## src/rtl/pwm_pace_pkg.sv

```systemverilog
// Package: shared constants, route type and helpers for the PWM sample pacer.
// Assumes the status word carries its empty flag at bit 14.
package pwm_pace_pkg;

    localparam logic [1:0] MODE_STRAIGHT = 2'd1;
    localparam logic [1:0] MODE_CROSSED  = 2'd2;
    localparam int         STAT_W        = 16;
    localparam int         EMPTY_BIT     = 14;

    typedef enum logic [1:0] {
        SRC_NONE  = 2'd0,
        SRC_LFIFO = 2'd1,
        SRC_RFIFO = 2'd2
    } src_e;

    // Left channel: straight reads the left queue, crossed reads the right one.
    function automatic src_e route_left(input logic [1:0] mode);
        case (mode)
            MODE_STRAIGHT: return SRC_LFIFO;
            MODE_CROSSED:  return SRC_RFIFO;
            default:       return SRC_NONE;
        endcase
    endfunction

    // Right channel: straight reads the right queue, crossed reads the left one.
    function automatic src_e route_right(input logic [1:0] mode);
        case (mode)
            MODE_STRAIGHT: return SRC_RFIFO;
            MODE_CROSSED:  return SRC_LFIFO;
            default:       return SRC_NONE;
        endcase
    endfunction

    // Build a status word with only the empty flag placed.
    function automatic logic [STAT_W-1:0] stat_word(input logic empty);
        logic [STAT_W-1:0] w;
        w            = '0;
        w[EMPTY_BIT] = empty;
        return w;
    endfunction

endpackage

```

## src/rtl/pwm_sample_fifo.sv

```systemverilog
// Module: small sample queue with head and second-entry visibility.
// Up to two entries can be popped in one cycle. A pop larger than the fill
// level takes only what is there. A push is accepted when room remains after
// the pop in the same cycle, and is dropped otherwise.
// Assumes DEPTH >= 2.
module pwm_sample_fifo #(
    parameter int W     = 12,
    parameter int DEPTH = 3
) (
    input  logic                         clk,
    input  logic                         rst_n,
    input  logic                         push,
    input  logic [W-1:0]                 push_data,
    input  logic [1:0]                   pop_req,
    output logic [W-1:0]                 head,
    output logic [W-1:0]                 second,
    output logic [$clog2(DEPTH+1)-1:0]   level,
    output logic                         empty_after
);
    localparam int CNT_W = $clog2(DEPTH+1);

    logic [W-1:0]     mem     [DEPTH];
    logic [W-1:0]     mem_nxt [DEPTH];
    logic [CNT_W-1:0] pop_eff;
    logic [CNT_W-1:0] remain;
    logic [CNT_W-1:0] cnt_nxt;
    logic             push_ok;

    // Work out how many entries leave and whether the push fits.
    always_comb begin
        pop_eff     = (CNT_W'(pop_req) > level) ? level : CNT_W'(pop_req);
        remain      = level - pop_eff;
        push_ok     = push && (remain < CNT_W'(DEPTH));
        cnt_nxt     = remain + CNT_W'(push_ok);
        empty_after = (cnt_nxt == '0);
    end

    // Per-slot next value: shift by the pop amount, then place the push.
    for (genvar g = 0; g < DEPTH; g++) begin : g_slot
        logic [W-1:0] sh1;
        logic [W-1:0] sh2;
        if (g + 1 < DEPTH) begin : g_s1
            assign sh1 = mem[g+1];
        end else begin : g_z1
            assign sh1 = '0;
        end
        if (g + 2 < DEPTH) begin : g_s2
            assign sh2 = mem[g+2];
        end else begin : g_z2
            assign sh2 = '0;
        end
        assign mem_nxt[g] = (push_ok && remain == CNT_W'(g)) ? push_data :
                            (pop_eff == '0)                  ? mem[g]    :
                            (pop_eff == CNT_W'(1))           ? sh1       : sh2;
    end

    // Storage and fill level registers.
    always_ff @(posedge clk) begin
        if (!rst_n) begin
            level <= '0;
            for (int i = 0; i < DEPTH; i++) mem[i] <= '0;
        end else begin
            level <= cnt_nxt;
            mem   <= mem_nxt;
        end
    end

    assign head   = mem[0];
    assign second = mem[1];

    assert_level_bound_R7: assert property (@(posedge clk) disable iff (!rst_n)
        level <= CNT_W'(DEPTH));

    assert_full_drop_R7: assert property (@(posedge clk) disable iff (!rst_n)
        (level == CNT_W'(DEPTH) && push && pop_req == 2'd0) |=> level == CNT_W'(DEPTH));

endmodule

```

## src/rtl/pwm_period_timer.sv

```systemverilog
// Module: PWM period timer. It produces a one-cycle tick at the last clock of
// each period. The period is cycle_cfg minus one (modulo 2**CYCLE_W); zero
// means idle. If the setting shrinks below the current count, the next cycle
// ends the period.
module pwm_period_timer #(
    parameter int CYCLE_W = 12
) (
    input  logic               clk,
    input  logic               rst_n,
    input  logic [CYCLE_W-1:0] cycle_cfg,
    output logic               tick
);
    logic [CYCLE_W-1:0] period;
    logic [CYCLE_W-1:0] pcnt;

    // Derive the period length and decide when it ends.
    always_comb begin
        period = cycle_cfg - CYCLE_W'(1);
        tick   = (period != '0) && (pcnt >= period - CYCLE_W'(1));
    end

    // Clock counter within the current period.
    always_ff @(posedge clk) begin
        if (!rst_n)                       pcnt <= '0;
        else if (tick || period == '0)    pcnt <= '0;
        else                              pcnt <= pcnt + CYCLE_W'(1);
    end

    assert_count_in_period_R1: assert property (@(posedge clk) disable iff (!rst_n)
        ($stable(cycle_cfg) && period != '0) |-> pcnt < period);

endmodule

```

## src/rtl/pwm_event_counter.sv

```systemverilog
// Module: counts reload periods. Every timer_cfg of them (0 meaning
// 2**TIMER_W) it raises a held interrupt and, if enabled, a one-cycle DMA
// request to each processor. A timer write clears the count and suppresses
// counting in that cycle.
module pwm_event_counter #(
    parameter int TIMER_W = 4,
    parameter int NUM_CPU = 2
) (
    input  logic               clk,
    input  logic               rst_n,
    input  logic               active_period,
    input  logic [TIMER_W-1:0] timer_cfg,
    input  logic               timer_wr,
    input  logic               dreq_en,
    input  logic [NUM_CPU-1:0] irq_ack,
    output logic [NUM_CPU-1:0] irq,
    output logic [NUM_CPU-1:0] dreq
);
    logic [TIMER_W-1:0] periods;
    logic               rollover;

    // Event when the count reaches the timer field minus one.
    always_comb begin
        rollover = active_period && !timer_wr &&
                   (periods == timer_cfg - TIMER_W'(1));
    end

    // Reload-period count.
    always_ff @(posedge clk) begin
        if (!rst_n)                    periods <= '0;
        else if (timer_wr || rollover) periods <= '0;
        else if (active_period)        periods <= periods + TIMER_W'(1);
    end

    // DMA request pulse toward all processors.
    always_ff @(posedge clk) begin
        if (!rst_n) dreq <= '0;
        else        dreq <= {NUM_CPU{rollover && dreq_en}};
    end

    // Held interrupt per processor; a new event beats the acknowledge.
    for (genvar c = 0; c < NUM_CPU; c++) begin : g_irq
        always_ff @(posedge clk) begin
            if (!rst_n)          irq[c] <= 1'b0;
            else if (rollover)   irq[c] <= 1'b1;
            else if (irq_ack[c]) irq[c] <= 1'b0;
        end
    end

    assert_irq_held_R11: assert property (@(posedge clk) disable iff (!rst_n)
        (irq[0] && !irq_ack[0]) |=> irq[0]);

    assert_dreq_with_irq_R12: assert property (@(posedge clk) disable iff (!rst_n)
        dreq[0] |-> irq[0]);

    assert_dreq_gated_R12: assert property (@(posedge clk) disable iff (!rst_n)
        !$past(dreq_en) |-> dreq == '0);

    assert_timer_write_clear_R13: assert property (@(posedge clk) disable iff (!rst_n)
        timer_wr |=> dreq == '0);

endmodule

```

## src/rtl/pwm_sample_pacer.sv

```systemverilog
// Module: stereo PWM sample pacer (top). It routes queue samples to the two
// channel levels once per PWM period according to each route mode, keeps the
// empty-status words and drives the period-count interrupt and DMA request.
// Assumes the host bus has already decoded writes into the strobes below.
module pwm_sample_pacer
    import pwm_pace_pkg::*;
#(
    parameter int SAMPLE_W   = 12,
    parameter int FIFO_DEPTH = 3,
    parameter int CYCLE_W    = 12,
    parameter int TIMER_W    = 4,
    parameter int NUM_CPU    = 2
) (
    input  logic                clk,
    input  logic                rst_n,
    input  logic [CYCLE_W-1:0]  cycle_cfg,
    input  logic [1:0]          left_mode,
    input  logic [1:0]          right_mode,
    input  logic [TIMER_W-1:0]  timer_cfg,
    input  logic                timer_wr,
    input  logic                dreq_en,
    input  logic                lfifo_wr,
    input  logic [SAMPLE_W-1:0] lfifo_data,
    input  logic                rfifo_wr,
    input  logic [SAMPLE_W-1:0] rfifo_data,
    input  logic [NUM_CPU-1:0]  irq_ack,
    output logic [SAMPLE_W-1:0] left_level,
    output logic [SAMPLE_W-1:0] right_level,
    output logic                frame_strobe,
    output logic [STAT_W-1:0]   left_stat,
    output logic [STAT_W-1:0]   right_stat,
    output logic [STAT_W-1:0]   mono_stat,
    output logic [NUM_CPU-1:0]  irq,
    output logic [NUM_CPU-1:0]  dreq
);
    localparam int CNT_W = $clog2(FIFO_DEPTH+1);

    logic                tick;
    src_e                lsrc;
    src_e                rsrc;
    logic                chan_on;
    logic                fetch;
    logic [1:0]          lpop;
    logic [1:0]          rpop;
    logic [SAMPLE_W-1:0] lnext;
    logic [SAMPLE_W-1:0] rnext;
    logic [SAMPLE_W-1:0] lf_head, lf_second, rf_head, rf_second;
    logic [CNT_W-1:0]    lf_cnt, rf_cnt;
    logic                lf_empty_after, rf_empty_after;
    logic                lempty_q, rempty_q, mempty_q;
    logic                strobe_q;

    pwm_period_timer #(.CYCLE_W(CYCLE_W)) u_timer (
        .clk       (clk),
        .rst_n     (rst_n),
        .cycle_cfg (cycle_cfg),
        .tick      (tick)
    );

    pwm_sample_fifo #(.W(SAMPLE_W), .DEPTH(FIFO_DEPTH)) u_lfifo (
        .clk         (clk),
        .rst_n       (rst_n),
        .push        (lfifo_wr),
        .push_data   (lfifo_data),
        .pop_req     (lpop),
        .head        (lf_head),
        .second      (lf_second),
        .level       (lf_cnt),
        .empty_after (lf_empty_after)
    );

    pwm_sample_fifo #(.W(SAMPLE_W), .DEPTH(FIFO_DEPTH)) u_rfifo (
        .clk         (clk),
        .rst_n       (rst_n),
        .push        (rfifo_wr),
        .push_data   (rfifo_data),
        .pop_req     (rpop),
        .head        (rf_head),
        .second      (rf_second),
        .level       (rf_cnt),
        .empty_after (rf_empty_after)
    );

    pwm_event_counter #(.TIMER_W(TIMER_W), .NUM_CPU(NUM_CPU)) u_events (
        .clk           (clk),
        .rst_n         (rst_n),
        .active_period (fetch),
        .timer_cfg     (timer_cfg),
        .timer_wr      (timer_wr),
        .dreq_en       (dreq_en),
        .irq_ack       (irq_ack),
        .irq           (irq),
        .dreq          (dreq)
    );

    // Route decision: the left channel reads first, the right channel takes what is left.
    always_comb begin
        lsrc    = route_left(left_mode);
        rsrc    = route_right(right_mode);
        chan_on = (lsrc != SRC_NONE) || (rsrc != SRC_NONE);
        fetch   = tick && chan_on;
        lpop    = 2'd0;
        rpop    = 2'd0;
        lnext   = left_level;
        rnext   = right_level;
        if (fetch) begin
            case (lsrc)
                SRC_LFIFO: begin
                    lpop = lpop + 2'd1;
                    if (lf_cnt != '0) lnext = lf_head;
                end
                SRC_RFIFO: begin
                    rpop = rpop + 2'd1;
                    if (rf_cnt != '0) lnext = rf_head;
                end
                default: ;
            endcase
            case (rsrc)
                SRC_RFIFO: begin
                    if (rpop == 2'd0) begin
                        if (rf_cnt != '0) rnext = rf_head;
                    end else if (rf_cnt >= CNT_W'(2)) begin
                        rnext = rf_second;
                    end
                    rpop = rpop + 2'd1;
                end
                SRC_LFIFO: begin
                    if (lpop == 2'd0) begin
                        if (lf_cnt != '0) rnext = lf_head;
                    end else if (lf_cnt >= CNT_W'(2)) begin
                        rnext = lf_second;
                    end
                    lpop = lpop + 2'd1;
                end
                default: ;
            endcase
        end
    end

    // Output level registers.
    always_ff @(posedge clk) begin
        if (!rst_n) begin
            left_level  <= '0;
            right_level <= '0;
        end else begin
            left_level  <= lnext;
            right_level <= rnext;
        end
    end

    // Empty-status flags, refreshed only on a reload.
    always_ff @(posedge clk) begin
        if (!rst_n) begin
            lempty_q <= 1'b1;
            rempty_q <= 1'b1;
            mempty_q <= 1'b1;
        end else if (fetch) begin
            lempty_q <= lf_empty_after;
            rempty_q <= rf_empty_after;
            mempty_q <= lf_empty_after & rf_empty_after;
        end
    end

    // Frame strobe marking the first cycle of each period.
    always_ff @(posedge clk) begin
        if (!rst_n) strobe_q <= 1'b0;
        else        strobe_q <= tick;
    end

    assign frame_strobe = strobe_q;
    assign left_stat    = stat_word(lempty_q);
    assign right_stat   = stat_word(rempty_q);
    assign mono_stat    = stat_word(mempty_q);

    assert_unit_cycle_idle_R2: assert property (@(posedge clk) disable iff (!rst_n)
        $past(cycle_cfg == CYCLE_W'(1)) |-> !frame_strobe);

    assert_left_hold_R3: assert property (@(posedge clk) disable iff (!rst_n)
        !$past(fetch) |-> $stable(left_level));

    assert_right_hold_R4: assert property (@(posedge clk) disable iff (!rst_n)
        !$past(fetch) |-> $stable(right_level));

    assert_stat_hold_R8: assert property (@(posedge clk) disable iff (!rst_n)
        !$past(fetch) |-> ($stable(mono_stat) && $stable(left_stat)));

endmodule

```

## config.mk

```make
export PLATFORM = sky130hd
export DESIGN_NAME = pwm_sample_pacer
export DESIGN_NICKNAME = d
export VERILOG_FILES = /design/src/rtl/pwm_pace_pkg.sv /design/src/rtl/pwm_sample_fifo.sv /design/src/rtl/pwm_period_timer.sv /design/src/rtl/pwm_event_counter.sv /design/src/rtl/pwm_sample_pacer.sv
export SDC_FILE = /design/constraint.sdc
export NUM_CORES = 1
export LEC_CHECK = 0
export BUFFER_PORTS_ARGS = -buffer_cell sky130_fd_sc_hd__buf_4
export CORE_MARGIN = 2
export CORE_UTILIZATION = 50
export DETAILED_ROUTE_END_ITERATION = 10
export PLACE_DENSITY_LB_ADDON = 0.12
export SLEW_MARGIN = 20
export SYNTH_ARGS = -nofsm -noshare
export SYNTH_HDL_FRONTEND = slang
export SYNTH_SLANG_ARGS = --single-unit
```

## constraint.sdc

```tcl
create_clock -name clk -period 9.31 [get_ports clk]
set_input_delay 1.3965 -clock clk [delete_from_list [all_inputs] [get_ports clk]]
set_output_delay 1.3965 -clock clk [all_outputs]
set_load 0.01 [all_outputs]
```

==> out/summary.txt, run 1 <==
Cell Area, Synth: 0.00753 mm^2
sequential share of power: 0.363
Antenna Cells: 0
DR vias/cell: 5.66
worst ir drop on vdd: 160 uV
Slew headroom: 0.424
worst-case clock skew: 0.00939 ns
worst skew pair latency: 0.42 ns
routed len/inst: 17.0 um
fin. max-slew vios: 0
Overall Global Routing Usage: 0.244
drt first-iter violations: 605
commonest non-fill, non-tap cell in the layout: dfxtp_1
clock-pin slew on the worst setup and hold paths: 0.05 ns
starting density of the core: 0.514
Final Hold Vio Count: 0
final setup fails: 0
Seq cells post-synth: 123
Final min period: 8.18 ns
type of origin of the critical path: input port
Largest stage delay, worst path: 0.56 ns
Slowest cell on crit path: or4_1
I/O Buffers: 83
share of cells above drive strength 1: 0.172
Finished Layout Cells: 1127
via count: 6383
Pint: 0.00120 W
initial antenna violation count: 0
io pins: 129
grt ovf: 0
pin slew with the least headroom to its limit: 0.864 ns
TritonCTS Buffers: 17
Max Clock Freq: 0.122 GHz
commonest cells after routing, fill and taps aside: 123 x dfxtp_1, 118 x nand2_1, 96 x buf_4, 60 x mux2i_1, 47 x nor2_1
Die Ht: 127 um
Crit path depth: 30
GP Congestion: 0.826
Root Driver: clkbuf_16
final net count: 1019
Final ANT Viol Nets: 0
run status: finished, final reports clean
WL final: 19200 um
Worst Path Arrival: 8.46 ns
R2R depth: 23
number of global-route vias before repair: 6262
NetSw: 0.000636 W
number of flops mapped to enable cells by yosys: 0
syn avg cell area: 8.53 um^2
end of the critical path: u_lfifo.head[6]
Post-DP HPWL: 13500 um
Die ar.: 0.0161 mm^2
r2r setup slk: 3.32 ns
Clk network pwr share: 0.329
Synth area leaders: dfxtp_1 33%, mux2i_1 8.0%, nand2_1 5.9%, ha_1 5.8%, buf_4 5.3%
RSZ-0062 raised after global routing: false
largest area contributor in the netlist: dfxtp_1
P&R area growth vs syn: 13.0%
Hold Buf Count CTS: 0
DRC Markers: 0
Synth Flop Type: dfxtp_1
global-route wire length before repair: 31400 um
worst hold path type: reg2reg
sw frac: 0.346
drt pass-1 iters: 5
Final Cycle Share: 0.879
CP delay by family, top: simple AND/OR/NAND/NOR gates
Fillers: 1344
Leakage: 3.47 nW
Die Wd: 127 um
combinational share of power: 0.308
Post-CTS Setup Bufs: 0
Critical R2R Capture: u_lfifo.head[6]
Rows: 44
clk buf depth: 2
max-cap violations: 0
Seq/Total Area, Yosys: 0.327
top cell type's share of synthesized area: 0.327
CTS H-tree lvls: 4
Worst Path Max Fanout: 37
setup tns final: 0 ns
nature of the critical path endpoint: flop
Distinct cells, synth: 64
buffer and inverter count on the worst path: 5
asr flop ratio synth: 0
CTS sink cnt: 123
pwr/cell area: 215 mW/mm^2
kind of critical path: in2reg
synthesized instance count: 883
Core Area: 0.0146 mm^2
Post-CTS Resized: 0
cell count after placement: 1097
YS warnings: 0
Worst R2R Start: u_timer.pcnt[0]
largest net degree at the start of global routing: 50
CP Data Required Time: 9.59 ns
CTS tree: built
most frequent CP cell: ha_1
Critical Path Start: cycle_cfg[0]
logic make-up (layout without fill, tap and decap cells):
| logic type | count (synthesis) | after routing | synth area share |
|---|---|---|---|
| muxes | 85 | 85 | 0.118 |
| and+or+nand+nor | 288 | 288 | 0.194 |
| buffers and inverters | 147 | 163 | 0.107 |
| other | 1 | 45 | 0.000498 |
| DFF | 123 | 123 | 0.327 |
| xor gates and xnor gates | 35 | 35 | 0.0407 |
| adders and majority gates | 35 | 35 | 0.0581 |
| AOI/OAI and AO/OA | 169 | 169 | 0.156 |
power groups by stage:
stage | clock network, W | registers (W) | logic (W)
final | 0.000604 | 0.000666 | 0.000564
after global placement | 0 | 0.000672 | 0.000543
after detailed placement | 0 | 0.000675 | 0.000556
after global routing | 0.000636 | 0.000674 | 0.000630
after CTS | 0.000611 | 0.000664 | 0.000562
after floorplan | 0 | 0.000649 | 0.000451
flip-flops by register name (all words and copies together), names as in the netlist, 12 cells and up:
name	flops
u_lfifo.head	12
left_level	12
u_rfifo.head	12
u_rfifo.g_slot.sh2	12
u_timer.pcnt	12
right_level	12
u_lfifo.g_slot.sh2	12
u_lfifo.second	12
u_rfifo.second	12
layer usage:
layer	vias to the layer above	wire length, um	track usage
met5	-	0	0
met4	0	398	0.0970
met3	31	960	0.0443
met2	203	8880	0.389
met1	3019	8960	0.330
li1	3130	-	-
cells in the mapped netlist, drive strengths merged, types with 16 or more instances:
master,count
inv,37
a21oi,38
mux2i,60
xor2,16
clkbuf,40
nor2,47
nand3,28
nand2,118
xnor2,19
buf,70
ha,35
nand4,19
o21ai,34
mux2,25
o21a,16
dfxtp,123
cell type report:
class	instances	area, um^2	area share
Sequential cell	123	2460	0.289
Tap cell	184	230	0.0270
Clock inverter	7	70.1	0.00823
Clock buffer	23	458	0.0538
Timing Repair Buffer	96	721	0.0847
Inverter	37	139	0.0163
Multi-Input combinational cell	657	4430	0.521
tightest hold or removal path: stages, from the launching register on:
cell     delay (ns)
dfxtp_1        0.31
nand2_1        0.05
mux2i_1        0.06
worst min-delay path by stage:
stage / from / end / cells after the start
2_1_floorplan: mempty_q / mempty_q / 2
3_3_place_gp: right_level[0] / right_level[0] / 2
3_5_place_dp: right_level[0] / right_level[0] / 2
4_1_cts: right_level[4] / right_level[4] / 2
5_1_grt: right_level[1] / right_level[1] / 2
6_report: right_level[4] / right_level[4] / 2
metrics by stage:
stage	worst slack [ns]	area, um^2	util	power, W	hold slack (ns)
2_1_floorplan	1.73	7700	-	0.00110	0.442
3_3_place_gp	1.02	7980	0.545	0.00122	0.449
3_5_place_dp	0.751	7980	0.545	0.00123	0.459
4_1_cts	1.17	8510	0.581	0.00184	0.469
5_1_grt	0.535	8510	0.581	0.00194	0.508
6_report	1.13	8510	0.581	0.00183	0.463
No activity file was read; power rests on OpenSTA's default activity.
==> inputs of run 2 (changes only) <==
--- a/config.mk
+++ b/config.mk
@@ -11,2 +11,3 @@
 export DETAILED_ROUTE_END_ITERATION = 10
+export GPL_ROUTABILITY_DRIVEN = 0
 export PLACE_DENSITY_LB_ADDON = 0.12
==> constraint.sdc (replaced) <==
create_clock -name clk -period 9.31 [get_ports clk]
set_input_delay 0.931 -clock clk [delete_from_list [all_inputs] [get_ports clk]]
set_output_delay 0.931 -clock clk [all_outputs]
set_load 0.01 [all_outputs]
==> run 2 against run 1 <==
Utilization grew 0.71 points. Total power rose by 6.5%. Clock skew about the same. Worst setup slack improved by 0.36 ns. Register-to-register slack lost 0.08 ns. Largest cell class unchanged.
==> out/summary.txt, run 2 (synthesized netlist as in run 1, its figures left out) <==
CTS H-tree lvls: 4
io pins: 129
Max Clock Freq: 0.128 GHz
final setup fails: 0
DRC Markers: 0
fin. max-slew vios: 0
nature of the critical path endpoint: flop
commonest non-fill, non-tap cell in the layout: dfxtp_1
routed len/inst: 17.1 um
Post-DP HPWL: 13400 um
Worst Path Max Fanout: 37
P&R area growth vs syn: 14.4%
Core Area: 0.0146 mm^2
Post-CTS Resized: 0
CP Data Required Time: 9.64 ns
I/O Buffers: 83
Final Hold Vio Count: 0
Root Driver: clkbuf_16
RSZ-0062 raised after global routing: false
max-cap violations: 0
Hold Buf Count CTS: 0
worst skew pair latency: 0.43 ns
setup tns final: 0 ns
Fillers: 1281
Final min period: 7.82 ns
Antenna Cells: 0
Setup WS post-layout: 1.49 ns
Worst Path Arrival: 8.15 ns
commonest cells after routing, fill and taps aside: 123 x dfxtp_1, 118 x nand2_1, 93 x buf_4, 60 x mux2i_1, 47 x nor2_1
Leakage: 3.51 nW
Die Wd: 127 um
clk buf depth: 2
worst hold path type: reg2reg
pwr/cell area: 227 mW/mm^2
Slew headroom: 0.259
starting density of the core: 0.514
TritonCTS Buffers: 17
via count: 6416
Die ar.: 0.0161 mm^2
CTS tree: built
Largest stage delay, worst path: 0.56 ns
Slowest cell on crit path: or4_1
Final Cycle Share: 0.840
worst-case clock skew: 0.00940 ns
Rows: 44
number of global-route vias before repair: 6242
drt pass-1 iters: 5
drt first-iter violations: 661
run status: finished, final reports clean
Die Ht: 127 um
worst ir drop on vdd: 148 uV
DR vias/cell: 5.70
Overall Global Routing Usage: 0.246
type of origin of the critical path: input port
largest net degree at the start of global routing: 50
final net count: 1016
CTS sink cnt: 123
grt ovf: 0
WL final: 19200 um
pin slew with the least headroom to its limit: 1.11 ns
Post-CTS Setup Bufs: 0
global-route wire length before repair: 31600 um
Final ANT Viol Nets: 0
initial antenna violation count: 0
kind of critical path: in2reg
r2r setup slk: 3.24 ns
clock-pin slew on the worst setup and hold paths: 0.06 ns
DP Worst Slack: 1.12 ns
share of cells above drive strength 1: 0.176
-- run 2: where the power goes --
group / switching [W] / leakage, nW / internal (W)
clock network: 0.000255 / 0.314 / 0.000472
registers: 0.0000648 / 0.998 / 0.000602
logic: 0.000338 / 2.20 / 0.000223
-- run 2: cell type report --
class                      count  area, um^2  area share
clock buffer                  20         467      0.0542
multi-input combinational    657        4440       0.515
tap                          184         230      0.0267
clock inverter                12         184      0.0213
timing repair buffer          93         698      0.0810
inverter                      37         139      0.0161
sequential                   123        2460       0.286
-- run 2: worst paths after layout --
path                    from               to  depth (start not counted)
min reg2reg   right_level[5]   right_level[5]                          2
max             cycle_cfg[0]  u_lfifo.head[9]                         31
min           right_level[5]   right_level[5]                          2
max reg2reg  u_timer.pcnt[0]  u_lfifo.head[9]                         24
-- run 2: critical path: cells and delay by family --
kind	cells	cell delay, ns
xor gates and xnor gates	2	0.23
and+or+nand+nor	11	2.84
AOI/OAI and AO/OA	8	1.80
buffers and inverters	6	1.19
adders and majority gates	4	1.14
-- run 2: layer usage --
layer / GRT usage / wire, um
met4: 0.0821 / 291
met2: 0.405 / 9150
met3: 0.0434 / 1140
met1: 0.327 / 8670
met5: 0 / 0
-- run 2: metrics by stage --
step / hold WS, ns / instance area [um^2] / power [W] / util / instances
floorplan: 0.442 / 7700 / 0.00110 / - / 927
global placement: 0.450 / 7960 / 0.00121 / 0.544 / 1094
detailed placement: 0.456 / 7960 / 0.00123 / 0.544 / 1094
CTS: 0.465 / 8610 / 0.00196 / 0.588 / 1126
global route: 0.475 / 8620 / 0.00206 / 0.588 / 1126
finish: 0.466 / 8620 / 0.00195 / 0.588 / 1126
==> inputs of run 3 (changes only) <==
Settings changed: ABC_AREA set to 1.
Clock period 9.31 ns to 6.53 ns, I/O delays scaled along.
==> run 3 against run 2 <==
Combinational power up 93%. Via count is 9.9% higher. Sequential cell count did not move. Design area is 4.3% higher. Cell count is 31% higher. First-iteration DRC count decreased by 26%. Sequential power increased by 42%. Largest cell class unchanged. Critical path depth is 2 higher. Clock-buffer cell count grew 4. Total power is 49% higher. Sequential share of layout area is 1.2 points lower. Clock skew fell by 0.00066 ns.
==> out/summary.txt, run 3 <==
asr flop ratio synth: 0
DR vias/cell: 4.78
Synth area leaders: dfxtp_1 31%, nand2_1 14%, nor2_1 7.9%, inv_1 6.7%, a21oi_1 5.6%
syn avg cell area: 6.62 um^2
number of flops mapped to enable cells by yosys: 0
cell count after placement: 1442
Post-CTS Setup Bufs: 0
CTS tree: built
run status: finished, final reports clean
Overall Global Routing Usage: 0.228
CTS H-tree lvls: 4
Final min period: 6.03 ns
Distinct cells, synth: 47
drt pass-1 iters: 9
Critical Path Start: cycle_cfg[0]
kind of critical path: in2reg
worst skew pair latency: 0.42 ns
starting density of the core: 0.515
worst-case clock skew: 0.00874 ns
type of origin of the critical path: input port
worst hold path type: reg2reg
max-cap violations: 0
pin slew with the least headroom to its limit: 0.875 ns
Die Ht: 130 um
R2R depth: 26
DRC Markers: 0
most common cell in the netlist: nand2_1
Final ANT Viol Nets: 0
Final Cycle Share: 0.924
Root Driver: clkbuf_16
Worst Path Arrival: 6.36 ns
grt ovf: 0
YS warnings: 0
TritonCTS Buffers: 17
Post-CTS Resized: 0
Post-DP Area: 0.00842 mm^2
Largest stage delay, worst path: 0.42 ns
final net count: 1339
routed len/inst: 12.6 um
Antenna Cells: 0
r2r setup slk: 2.21 ns
Slew headroom: 0.417
CP Data Required Time: 6.86 ns
Slowest cell on crit path: o21ai_0
Post-DP HPWL: 13600 um
Die ar.: 0.0168 mm^2
hold path depth: 2
synthesized instance count: 1192
Rows: 45
final setup fails: 0
io pins: 129
Finished Layout Cells: 1475
largest net degree at the start of global routing: 53
RSZ-0062 raised after global routing: false
Core Area: 0.0153 mm^2
Seq/Total Area, Yosys: 0.312
design area: 0.00898 mm^2
Worst Path Max Fanout: 7
clk buf depth: 2
Final Hold Vio Count: 0
top cell type's share of synthesized area: 0.312
global-route wire length before repair: 30800 um
Die Wd: 130 um
worst ir drop on vdd: 219 uV
number of global-route vias before repair: 6200
CTS sink cnt: 123
Max Clock Freq: 0.166 GHz
Leakage: 4.08 nW
commonest cells after routing, fill and taps aside: 287 x nand2_1, 167 x nor2_1, 141 x inv_1, 123 x dfxtp_1, 98 x buf_4
pwr/cell area: 323 mW/mm^2
setup tns final: 0 ns
commonest cells in the synthesized netlist: 287 x nand2_1, 167 x nor2_1, 141 x inv_1
fin. max-slew vios: 0
Worst R2R Start: u_timer.pcnt[7]
share of cells above drive strength 1: 0.149
Seq cells post-synth: 123
I/O Buffers: 83
Hold Buf Count CTS: 0
Cell Area, Synth: 0.00789 mm^2
largest area contributor in the netlist: dfxtp_1
nature of the critical path endpoint: flop
end of the critical path: mempty_q
P&R area growth vs syn: 13.9%
initial antenna violation count: 0
via count: 7051
Pwr Total: 0.00290 W
most frequent CP cell: nand2_1
Synth Flop Type: dfxtp_1
WL final: 18600 um
commonest non-fill, non-tap cell in the layout: nand2_1
drt first-iter violations: 486
clock-pin slew on the worst setup and hold paths: 0.05 ns
Critical R2R Capture: mempty_q
run 3: layer usage:
layer | up-vias | part of all wire | GRT usage
li1 | 3775 | - | -
met1 | 3104 | 0.51 | 0.337
met2 | 163 | 0.44 | 0.343
met3 | 9 | 0.047 | 0.0491
met4 | 0 | 0.0052 | 0.0487
met5 | - | 0 | 0
run 3: per-stage QoR:
stage,hold WS [ns],utilization,setup slack (ns)
2_1_floorplan,0.439,-,0.333
3_3_place_gp,0.448,0.550,0.172
3_5_place_dp,0.452,0.550,0.0315
4_1_cts,0.462,0.586,0.340
5_1_grt,0.475,0.587,0.00932
6_report,0.460,0.587,0.499
run 3: cells by family after synthesis:
logic type / Yosys count / share of synthesized area
AND/OR/NAND/NOR: 559 / 0.311
buffers and inverters: 248 / 0.150
AO/OA/AOI/OAI: 201 / 0.141
flip-flops: 123 / 0.312
adder cells (fa/ha/maj): 35 / 0.0555
XOR/XNOR: 25 / 0.0301
other: 1 / 0.000475
run 3: how the worst min path moves through the flow:
| stage | startpoint | end |
|---|---|---|
| 2_1_floorplan | u_lfifo.g_slot[0].sh2[0] | u_lfifo.g_slot[0].sh2[0] |
| 5_1_grt | u_rfifo.g_slot[0].sh2[10] | u_rfifo.g_slot[0].sh2[10] |
| 3_5_place_dp | u_lfifo.g_slot[0].sh2[6] | u_lfifo.g_slot[0].sh2[6] |
| 6_report | u_lfifo.g_slot[0].sh2[3] | u_lfifo.g_slot[0].sh2[3] |
| 3_3_place_gp | u_rfifo.g_slot[0].sh2[6] | u_rfifo.g_slot[0].sh2[6] |
| 4_1_cts | u_lfifo.g_slot[0].sh2[5] | u_lfifo.g_slot[0].sh2[5] |
run 3: area by class of cell:
type | instances | area [um^2]
fill | 1562 | 6330
inverter | 147 | 554
sequential | 123 | 2460
clock inverter | 7 | 66.3
clock buffer | 24 | 482
tap | 211 | 264
multi-input combinational | 865 | 4420
timing repair buffer | 98 | 736
run 3: power breakdown:
part / leakage [nW] / internal (W) / switching, W
clock network: 0.270 / 0.000549 / 0.000333
logic: 2.81 / 0.000354 / 0.000723
registers: 0.999 / 0.000866 / 0.0000784
total: 4.08 / 0.00177 / 0.00113
run 3: critical path, delay by kind of cell:
kind | cells | cell delay, ns
adder cells (fa/ha/maj) | 5 | 1.23
buffers and inverters | 6 | 0.47
AO/OA/AOI/OAI | 3 | 0.72
XOR/XNOR | 3 | 0.69
AND/OR/NAND/NOR | 16 | 2.58
